<file path="src/rtl/mdio_pkg.sv">
package mdio_pkg;

    localparam int ADDR_W    = 5;
    localparam int DATA_W    = 16;
    localparam int PRE_BITS  = 32;
    localparam int CODE_W    = 2;
    localparam int HDR_BITS  = PRE_BITS + 2 * CODE_W + 2 * ADDR_W;
    localparam int RX_BITS   = DATA_W + 1;
    localparam int TAIL_BITS = 2;
    localparam int WR_BITS   = HDR_BITS + CODE_W + DATA_W;
    localparam int RD_BITS   = HDR_BITS + RX_BITS + TAIL_BITS;
    localparam int FRAME_W   = WR_BITS;
    localparam int IDX_W     = $clog2(RD_BITS + 1);

    localparam logic [CODE_W-1:0] SOF_CODE = 2'b01;
    localparam logic [CODE_W-1:0] OP_READ  = 2'b10;
    localparam logic [CODE_W-1:0] OP_WRITE = 2'b01;
    localparam logic [CODE_W-1:0] TA_CODE  = 2'b10;

    typedef enum logic [1:0] {
        ST_IDLE = 2'd0,
        ST_LOW  = 2'd1,
        ST_HIGH = 2'd2
    } phase_e;

    typedef struct packed {
        phase_e              st;
        logic [FRAME_W-1:0]  tx;
        logic [IDX_W-1:0]    idx;
        logic [IDX_W-1:0]    drv;
        logic [IDX_W-1:0]    last;
        logic                rd;
        logic                mdc;
        logic                dout;
        logic                oe;
        logic                done;
        logic [DATA_W-1:0]   rdata;
    } mst_regs_t;

endpackage

</file>
<file path="src/rtl/mdio_phase_timer.sv">
module mdio_phase_timer #(
    parameter int HALF_DIV = 20
) (
    input  logic clk,
    input  logic rst_n,
    input  logic hold_i,
    output logic tick_o
);
    localparam int CNT_W = (HALF_DIV > 1) ? $clog2(HALF_DIV) : 1;
    localparam logic [CNT_W-1:0] CNT_LAST = CNT_W'(HALF_DIV - 1);

    logic [CNT_W-1:0] cnt_d, cnt_q;

    always_comb begin
        if (hold_i || cnt_q == CNT_LAST) begin
            cnt_d = '0;
        end else begin
            cnt_d = cnt_q + 1'b1;
        end
    end

    always_ff @(posedge clk or negedge rst_n) begin
        if (!rst_n) begin
            cnt_q <= '0;
        end else begin
            cnt_q <= cnt_d;
        end
    end

    assign tick_o = (cnt_q == CNT_LAST) && !hold_i;

endmodule

</file>
<file path="src/rtl/mdio_frame_builder.sv">
module mdio_frame_builder
    import mdio_pkg::*;
(
    input  logic                rd_i,
    input  logic [ADDR_W-1:0]   phy_addr_i,
    input  logic [ADDR_W-1:0]   reg_addr_i,
    input  logic [DATA_W-1:0]   wdata_i,
    output logic [FRAME_W-1:0]  frame_o,
    output logic [IDX_W-1:0]    drv_len_o,
    output logic [IDX_W-1:0]    bit_cnt_o
);
    localparam int RD_PAD = FRAME_W - HDR_BITS;

    logic [HDR_BITS-1:0] hdr;

    always_comb begin
        hdr = {{PRE_BITS{1'b1}}, SOF_CODE, (rd_i ? OP_READ : OP_WRITE),
               phy_addr_i, reg_addr_i};
        if (rd_i) begin
            frame_o   = {hdr, {RD_PAD{1'b0}}};
            drv_len_o = IDX_W'(HDR_BITS);
            bit_cnt_o = IDX_W'(RD_BITS);
        end else begin
            frame_o   = {hdr, TA_CODE, wdata_i};
            drv_len_o = IDX_W'(WR_BITS);
            bit_cnt_o = IDX_W'(WR_BITS);
        end
    end

endmodule

</file>
<file path="src/rtl/mdio_rx_shift.sv">
module mdio_rx_shift #(
    parameter int WIDTH = 16
) (
    input  logic             clk,
    input  logic             rst_n,
    input  logic             clear_i,
    input  logic             shift_i,
    input  logic             bit_i,
    output logic [WIDTH-1:0] data_o
);
    logic [WIDTH-1:0] sh_d, sh_q;

    always_comb begin
        sh_d = sh_q;
        if (clear_i) begin
            sh_d = '0;
        end else if (shift_i) begin
            sh_d = {sh_q[WIDTH-2:0], bit_i};
        end
    end

    always_ff @(posedge clk or negedge rst_n) begin
        if (!rst_n) begin
            sh_q <= '0;
        end else begin
            sh_q <= sh_d;
        end
    end

    assign data_o = sh_q;

endmodule

</file>
<file path="src/rtl/mdio_master.sv">
module mdio_master
    import mdio_pkg::*;
#(
    parameter int HALF_DIV = 20
) (
    input  logic              clk,
    input  logic              rst_n,
    input  logic              start_i,
    input  logic              rd_i,
    input  logic [4:0]        phy_addr_i,
    input  logic [4:0]        reg_addr_i,
    input  logic [15:0]       wdata_i,
    output logic              busy_o,
    output logic              done_o,
    output logic [15:0]       rdata_o,
    output logic              mdc_o,
    output logic              mdio_o,
    output logic              mdio_oe_o,
    input  logic              mdio_i
);
    localparam logic [IDX_W-1:0] WIN_LO = IDX_W'(HDR_BITS);
    localparam logic [IDX_W-1:0] WIN_HI = IDX_W'(HDR_BITS + RX_BITS);

    mst_regs_t r_d, r_q;

    logic               tick;
    logic [FRAME_W-1:0] frame;
    logic [IDX_W-1:0]   drv_len;
    logic [IDX_W-1:0]   bit_cnt;
    logic [DATA_W-1:0]  rx_data;
    logic               rx_clear;
    logic               rx_shift;
    logic               in_win;
    logic [IDX_W-1:0]   idx_nx;

    mdio_phase_timer #(.HALF_DIV(HALF_DIV)) timer_i (
        .clk    (clk),
        .rst_n  (rst_n),
        .hold_i (r_q.st == ST_IDLE),
        .tick_o (tick)
    );

    mdio_frame_builder build_i (
        .rd_i       (rd_i),
        .phy_addr_i (phy_addr_i),
        .reg_addr_i (reg_addr_i),
        .wdata_i    (wdata_i),
        .frame_o    (frame),
        .drv_len_o  (drv_len),
        .bit_cnt_o  (bit_cnt)
    );

    mdio_rx_shift #(.WIDTH(DATA_W)) rx_i (
        .clk     (clk),
        .rst_n   (rst_n),
        .clear_i (rx_clear),
        .shift_i (rx_shift),
        .bit_i   (mdio_i),
        .data_o  (rx_data)
    );

    assign in_win = r_q.rd && (r_q.idx >= WIN_LO) && (r_q.idx < WIN_HI);
    assign idx_nx = r_q.idx + 1'b1;

    always_comb begin
        r_d      = r_q;
        r_d.done = 1'b0;
        rx_clear = 1'b0;
        rx_shift = 1'b0;
        unique case (r_q.st)
            ST_IDLE: begin
                if (start_i) begin
                    r_d.st   = ST_LOW;
                    r_d.tx   = frame << 1;
                    r_d.dout = frame[FRAME_W-1];
                    r_d.oe   = 1'b1;
                    r_d.mdc  = 1'b0;
                    r_d.idx  = '0;
                    r_d.drv  = drv_len;
                    r_d.last = bit_cnt;
                    r_d.rd   = rd_i;
                    rx_clear = 1'b1;
                end
            end
            ST_LOW: begin
                if (tick) begin
                    if (r_q.idx == r_q.last) begin
                        r_d.st    = ST_IDLE;
                        r_d.done  = 1'b1;
                        r_d.rdata = r_q.rd ? rx_data : '0;
                    end else begin
                        r_d.st   = ST_HIGH;
                        r_d.mdc  = 1'b1;
                        rx_shift = in_win;
                    end
                end
            end
            ST_HIGH: begin
                if (tick) begin
                    r_d.st  = ST_LOW;
                    r_d.mdc = 1'b0;
                    r_d.idx = idx_nx;
                    if (idx_nx < r_q.drv) begin
                        r_d.dout = r_q.tx[FRAME_W-1];
                        r_d.tx   = r_q.tx << 1;
                        r_d.oe   = 1'b1;
                    end else begin
                        r_d.dout = 1'b0;
                        r_d.oe   = 1'b0;
                    end
                end
            end
            default: begin
                r_d.st = ST_IDLE;
            end
        endcase
    end

    always_ff @(posedge clk or negedge rst_n) begin
        if (!rst_n) begin
            r_q <= '0;
        end else begin
            r_q <= r_d;
        end
    end

    assign busy_o    = (r_q.st != ST_IDLE);
    assign done_o    = r_q.done;
    assign rdata_o   = r_q.rdata;
    assign mdc_o     = r_q.mdc;
    assign mdio_o    = r_q.dout;
    assign mdio_oe_o = r_q.oe;

endmodule

</file>
<file path="config.mk">
export PLATFORM = sky130hd
export DESIGN_NAME = mdio_master
export DESIGN_NICKNAME = d
export VERILOG_FILES = /design/src/rtl/mdio_pkg.sv /design/src/rtl/mdio_phase_timer.sv /design/src/rtl/mdio_frame_builder.sv /design/src/rtl/mdio_rx_shift.sv /design/src/rtl/mdio_master.sv
export SDC_FILE = /design/constraint.sdc
export NUM_CORES = 1
export LEC_CHECK = 0
export ABC_AREA = 1
export BUFFER_PORTS_ARGS = -buffer_cell sky130_fd_sc_hd__buf_2
export CORE_AREA = 8 8 145 181
export DETAILED_ROUTE_END_ITERATION = 10
export DIE_AREA = 0 0 153 189
export HOLD_SLACK_MARGIN = 0.15
export SYNTH_ARGS = -nofsm -noshare
export SYNTH_HDL_FRONTEND = slang
export SYNTH_SLANG_ARGS = --single-unit
</file>
<file path="constraint.sdc">
create_clock -name clk -period 6.2 [get_ports clk]
set_input_delay 0.62 -clock clk [delete_from_list [all_inputs] [get_ports clk]]
set_output_delay 0.62 -clock clk [all_outputs]
set_load 0.02 [all_outputs]
</file>
Yosys cells after proc, flatten, opt, wreduce, memory -nomap -nowiden
Index checks and enable logic that the tools add are counted.
{ "totals": {"ff_bits": 129, "wordCells": 72, "out_inout_bits": 21} }
{ "classes": {"add_sub_neg": 2, "eq_ne": 9, "reduce_logical": 16, "n_lt_le_gt_ge": 3, "muxes": 29} }
{ "op_table": {"columns": ["operator", "n"], "rows": [
  ["case mux 71 bit (2 select lines)", 1],
  ["2-to-1 mux 91 bit", 1],
  ["2-to-1 mux 73 bit", 1],
  ["2-to-1 mux 64 bit", 1],
  ["2-to-1 mux 17 bit", 3],
  ["2-to-1 mux 16 bit", 3],
  ["2-to-1 mux 18 bit", 1],
  ["inequality test 2 bit, second input constant", 5],
  ["AND reduction 3 bit", 3],
  ["2-to-1 mux 1 bit", 8],
  ["2-to-1 mux 2 bit", 4],
  ["adder 7 x 1 -> 7 bit, second input constant", 1],
  ["== test 7 bit", 1],
  [">= comparator 7 x 6 -> 1 bit, second input constant", 1],
  ["less-than comparator 7 x 6 -> 1 bit, second input constant", 1],
  ["less-than comparator 7 bit", 1],
  ["2-to-1 mux 7 bit", 1],
  ["case mux 2 bit (3 select lines)", 1],
  ["nonzero test 2 bit", 3],
  ["adder 5 x 1 -> 5 bit, second input constant", 1],
  ["== test 5 bit, second input constant", 1],
  ["2-to-1 mux 5 bit", 1],
  ["AND reduction 5 bit", 1],
  ["case mux 2 bit (2 select lines)", 1],
  ["11 further kinds", 13]
]} }

Depth between registers and ports, before layout
{ "logic_depth": {"ltp_word": 8, "mapped_depth": 18, "mapped_depth_nobuf": 17} }

Modules after synthesis
From an unflattened synthesis, not the netlist that was laid out.
{ "hier_totals": {"hier_cells": 1015, "area_unflattened_um2": 7470.9} }
{ "by_module_without_submodules": {"columns": ["module", "n_inst", "seq_area_each_um2", "cells_each", "area_each_um2"], "rows": [
  ["mdio_master", 1, 2677.6, 817, 5939.4],
  ["mdio_rx_shift", 1, 400.4, 70, 650.6],
  ["mdio_frame_builder", 1, 0.0, 98, 615.6],
  ["mdio_phase_timer", 1, 125.1, 30, 265.3]
]} }

Worst setup path before layout
No wires, ideal clock.
{ "synth_path": {"path_type": "reg2reg", "startpoint": "register r_q[35] (netlist bit)", "endpoint": "register r_q[72] (netlist bit)", "n_path_buf": 2, "period_less_slack_ns": 2.250, "arrival_time_ns": 2.134, "stages_incl_launch_ff": 18, "setup_slack_ns": 3.950, "path_cell_list": "dfrtp_1 ha_1 nand4_1 o21ai_0 o21a_1 inv_1 ha_1 nand2_1 inv_1 nand2_1 nor2_1 nand2_1 nand3_1 nand2_1 buf_6 buf_6 nand3_1 nand2_1"} }
{ "synth_between": {"elab_chain_len": 4} }
{ "synth_rtl": {"columns": ["item", "line", "source"], "rows": [
  ["start: declaration", "mdio_master.sv:24", "mst_regs_t r_d, r_q;"],
  ["start signal: assignment", "mdio_master.sv:123", "r_q <= r_d;"],
  ["adder 7 x 1 -> 7 bit", "mdio_master.sv:63", "assign idx_nx = r_q.idx + 1'b1;"],
  ["less-than comparator 7 bit", "mdio_master.sv:103", "if (idx_nx < r_q.drv) begin"],
  ["inequality test 2 bit (no line)", null, null],
  ["AND reduction 4 bit (no line)", null, null]
]} }
Every way passes these cells.
A chain may end at the register's enable or synchronous reset.

Worst setup path after layout
{ "layout_path": {"startpoint": "register r_q[106] (netlist bit)", "endpoint": "register r_q[92] (netlist bit)"} }
{ "layout_between": {"elab_chain_len": 5, "word_cells_on_any_way": 10, "classes_between": "4 x eq/ne; 1 x mux; 5 x reduce/logical"} }
{ "layout_rtl": {"columns": ["item", "line", "source"], "rows": [
  ["logical NOT 2 bit", "mdio_master.sv:39, mdio_master.sv:70", null],
  ["logical NOT 1 bit", "mdio_phase_timer.sv:30", "assign tick_o = (cnt_q == CNT_LAST) && !hold_i;"],
  ["logical AND 1 bit", "mdio_phase_timer.sv:30", null],
  ["inequality test 2 bit (no line)", null, null],
  ["AND reduction 4 bit (no line)", null, null]
]} }
Parallel ways exist; a longest one is shown, timed or not.

==> run_results.csv <==
group,metric,value,unit
synthesis,ys_ff_latch,116,
power_and_ir_drop,ir_drop,0.000153,V
clock_network,ctsResizeCount,0,
place,hpwlAfterDp,7.82,mm
worst_setup_path,required,6.49,ns
sta,relSlewSlack,0.247,
detailed_routing,drtPass1Iterations,6,
worst_setup_path,crit_family,"simple AND/OR/NAND/NOR gates",
synthesis,syn_nets,763,
sta,period_needed,3.50,ns
grt,grt_pass1_wl,22.6,mm
clock_network,cts_tree,"done",
min_path,min_path_type,"input port to async pin",
sta,fin_skew,0.0107,ns
detailed_routing,wl_met1,6.15,mm
sta,drv_slew,0,
flow_run,drv_cap,0,
place,dp_cells,1013,
place,numPortBuffers,51,
floorplanning,start_util,0.246,
worst_setup_path,timing.critical_path.mode_cell,"nand2_2",
clock_network,cts_sinks,116,
clock_network,h-tree-depth,4,
grt,antenna_found_initial,0,
detailed_routing,dr_wl_met2,6.05,mm
detailed_routing,met3WireLength,480,microns
layout,drive_gt1_frac,0.142,
floorplanning,die_w,153,microns
sta,fmax,286,MHz
detailed_routing,vias_per_cell,4.39,
sta,post-route-period-util,0.565,
sta,hold_viol,0,
synthesis,syn-instance-count,725,
synthesis,syn-cell-area,5760,sq um
clock_network,clk_latency,0.41,ns
floorplanning,ios,52,
clock_network,numCtsBuffers,17,
layout,fillers,2482,
floorplanning,fp-row-count,63,
sta,setup_viol,0,
detailed_routing,dr_total_vias,4588,
worst_setup_path,crit_buf_inv,3,
worst_setup_path,crit_arrival,3.79,ns
clock_network,post-cts-setup-buffer-count,0,
detailed_routing,top_layer,"met4",
sta,fin_tns_setup,0,ns
worst_setup_path,path_cells,"inv_2, nand2_2, inv_2, nand2_2, nand2_4, nand2_2, buf_4, nand2_1, nand2_1",
sta,worst_slew_pin_slew,1.13,ns
grt,grt_max_degree,74,
layout,diodes,0,
detailed_routing,wl_per_cell,12.3,microns
clock_network,ctsHoldBuffers,0,
detailed_routing,ant_nets,0,
layout,fin_nets,778,
detailed_routing,wirelength,12.9,mm
floorplanning,core_area,23400,sq um
run_status,status,"complete, no violations",
layout,final_common_cell,"nand2_1",
clock_network,clk_pin_slew,0.06,ns
layout,final_cell_mix,"nand2_1, nand3_1, dfrtp_1",
power_and_ir_drop,p_leak,3.53,nW
layout,stdcell_count,1045,
sta,rsz0062_at_grt,"false",
synthesis,syn_area_per_cell,7.95,sq um
floorplanning,die_area,28900,sq um
synthesis,ys_types,36,
grt,grt_pass1_vias,4659,
layout,area_growth_syn_to_layout,15.3,%
detailed_routing,drcViolationCount,0,
clock_network,clockBufferDepth,2,
synthesis,synth_warnings,0,
synthesis,seq_area_frac_synth,0.504,
worst_setup_path,cp_max_fo,73,
clock_network,cts-root-buf,"clkbuf_16",
synthesis,ys_async_sr_fraction,1.00,
worst_setup_path,critPathSlowestCell,"inv_2",
worst_setup_path,criticalPathCategory,"flop to flop",
floorplanning,die_y,189,microns
place,gp_congestion,0.725,
detailed_routing,drt_iter0_markers,411,
power_and_ir_drop,powerDensity,426,nW/um^2
synthesis,synth_edf_count,0,
worst_setup_path,end_kind,"flop",
grt,grtUsageTotal,0.0936,
worst_setup_path,worst_setup_path_start_kind,"flop",
grt,overflow,0,
worst_setup_path,max_stage_delay,0.82,ns
synthesis,synth_ff_type,"dfrtp_1",
## state kept, by name (all words and copies together), names as in the netlist
name / flops
done_o: 1
mdc_o: 1
r_q: 75
mdio_o: 1
mdio_oe_o: 1
rx_i.data_o: 16
rdata_o: 16
timer_i.cnt_q: 5
## cells by family (layout without fill, tap and decap cells)
| logic type | after synthesis | count (layout) | share of synthesized area |
|---|---|---|---|
| compound gates | 47 | 47 | 0.0497 |
| buf+inv | 91 | 119 | 0.0842 |
| fa+ha+maj | 7 | 7 | 0.0152 |
| flops | 116 | 116 | 0.504 |
| simple gates | 461 | 461 | 0.343 |
| xor+xnor | 3 | 3 | 0.00456 |
## worst register-to-register path, stage by stage (launching register included)
cell and delay [ns]:
dfrtp_1 0.38, inv_2 0.09, nand2_2 0.09, inv_2 0.82, nand2_2 0.27, nand2_4 0.67, nand2_2 0.55, buf_4 0.38
nand2_1 0.08, nand2_1 0.05
## cells in the mapped netlist, types with 3 or more instances
master / number / area share
clkbuf_1: 8 / 0.0052
nor2_1: 16 / 0.010
buf_4: 17 / 0.022
nand3_1: 120 / 0.10
nor3_1: 3 / 0.0026
inv_1: 25 / 0.016
inv_2: 6 / 0.0039
ha_1: 7 / 0.015
dfrtp_1: 116 / 0.50
nand2_2: 4 / 0.0043
o21ai_0: 25 / 0.022
o22ai_1: 5 / 0.0054
a21oi_1: 3 / 0.0026
buf_2: 22 / 0.019
buf_1: 5 / 0.0033
nand2_1: 303 / 0.20
buf_6: 7 / 0.014
a22o_1: 10 / 0.015
## layout make-up
type | count | area [sq um] | area share
flip-flops and latches | 116 | 2900 | 0.437
multi-input cells | 518 | 2380 | 0.358
clock buffers | 22 | 464 | 0.0698
well taps | 292 | 365 | 0.0549
repair buffers | 55 | 288 | 0.0433
clock inverters | 10 | 130 | 0.0196
inverters | 32 | 120 | 0.0181
## routing by layer
metal	vias up	GRT usage
met5	-	0
li1	2348	-
met2	71	0.151
met4	0	0.0389
met1	2153	0.116
met3	16	0.0262
## per-stage QoR
stage	area (sq um)	setup slack, ns	utilization	hold slack [ns]	power, mW
CTS	6650	2.64	0.284	0.351	2.87
detailed placement	6050	2.64	0.259	0.456	1.86
floorplan	5760	3.95	-	0.324	1.70
global route	6650	2.33	0.284	0.394	3.04
finish	6650	2.70	0.284	0.328	2.84
global placement	6050	2.67	0.259	0.452	1.85
## where the power goes
| group | leakage [nW] | switching (mW) | internal (mW) |
|---|---|---|---|
| registers | 1.53 | 0.142 | 0.979 |
| clock network | 0.290 | 0.343 | 0.649 |
| logic | 1.71 | 0.506 | 0.216 |
## path summary, 6_finish.rpt
check / startpoint / endpoint / slack (ns) / depth (start not counted)
setup / recovery: r_q[106] / r_q[92] / 2.70 / 9
hold / removal: rst_n / r_q[66] / 0.33 / 1
setup reg to reg: r_q[106] / r_q[92] / 2.70 / 9
hold reg to reg: timer_i.cnt_q[0] / timer_i.cnt_q[0] / 0.46 / 1
max in group asynchronous: rst_n / r_q[37] / 4.66 / 2
min in group clk: mdio_i / rx_i.data_o[0] / 0.46 / 3
(Power assumes the default switching activity.)
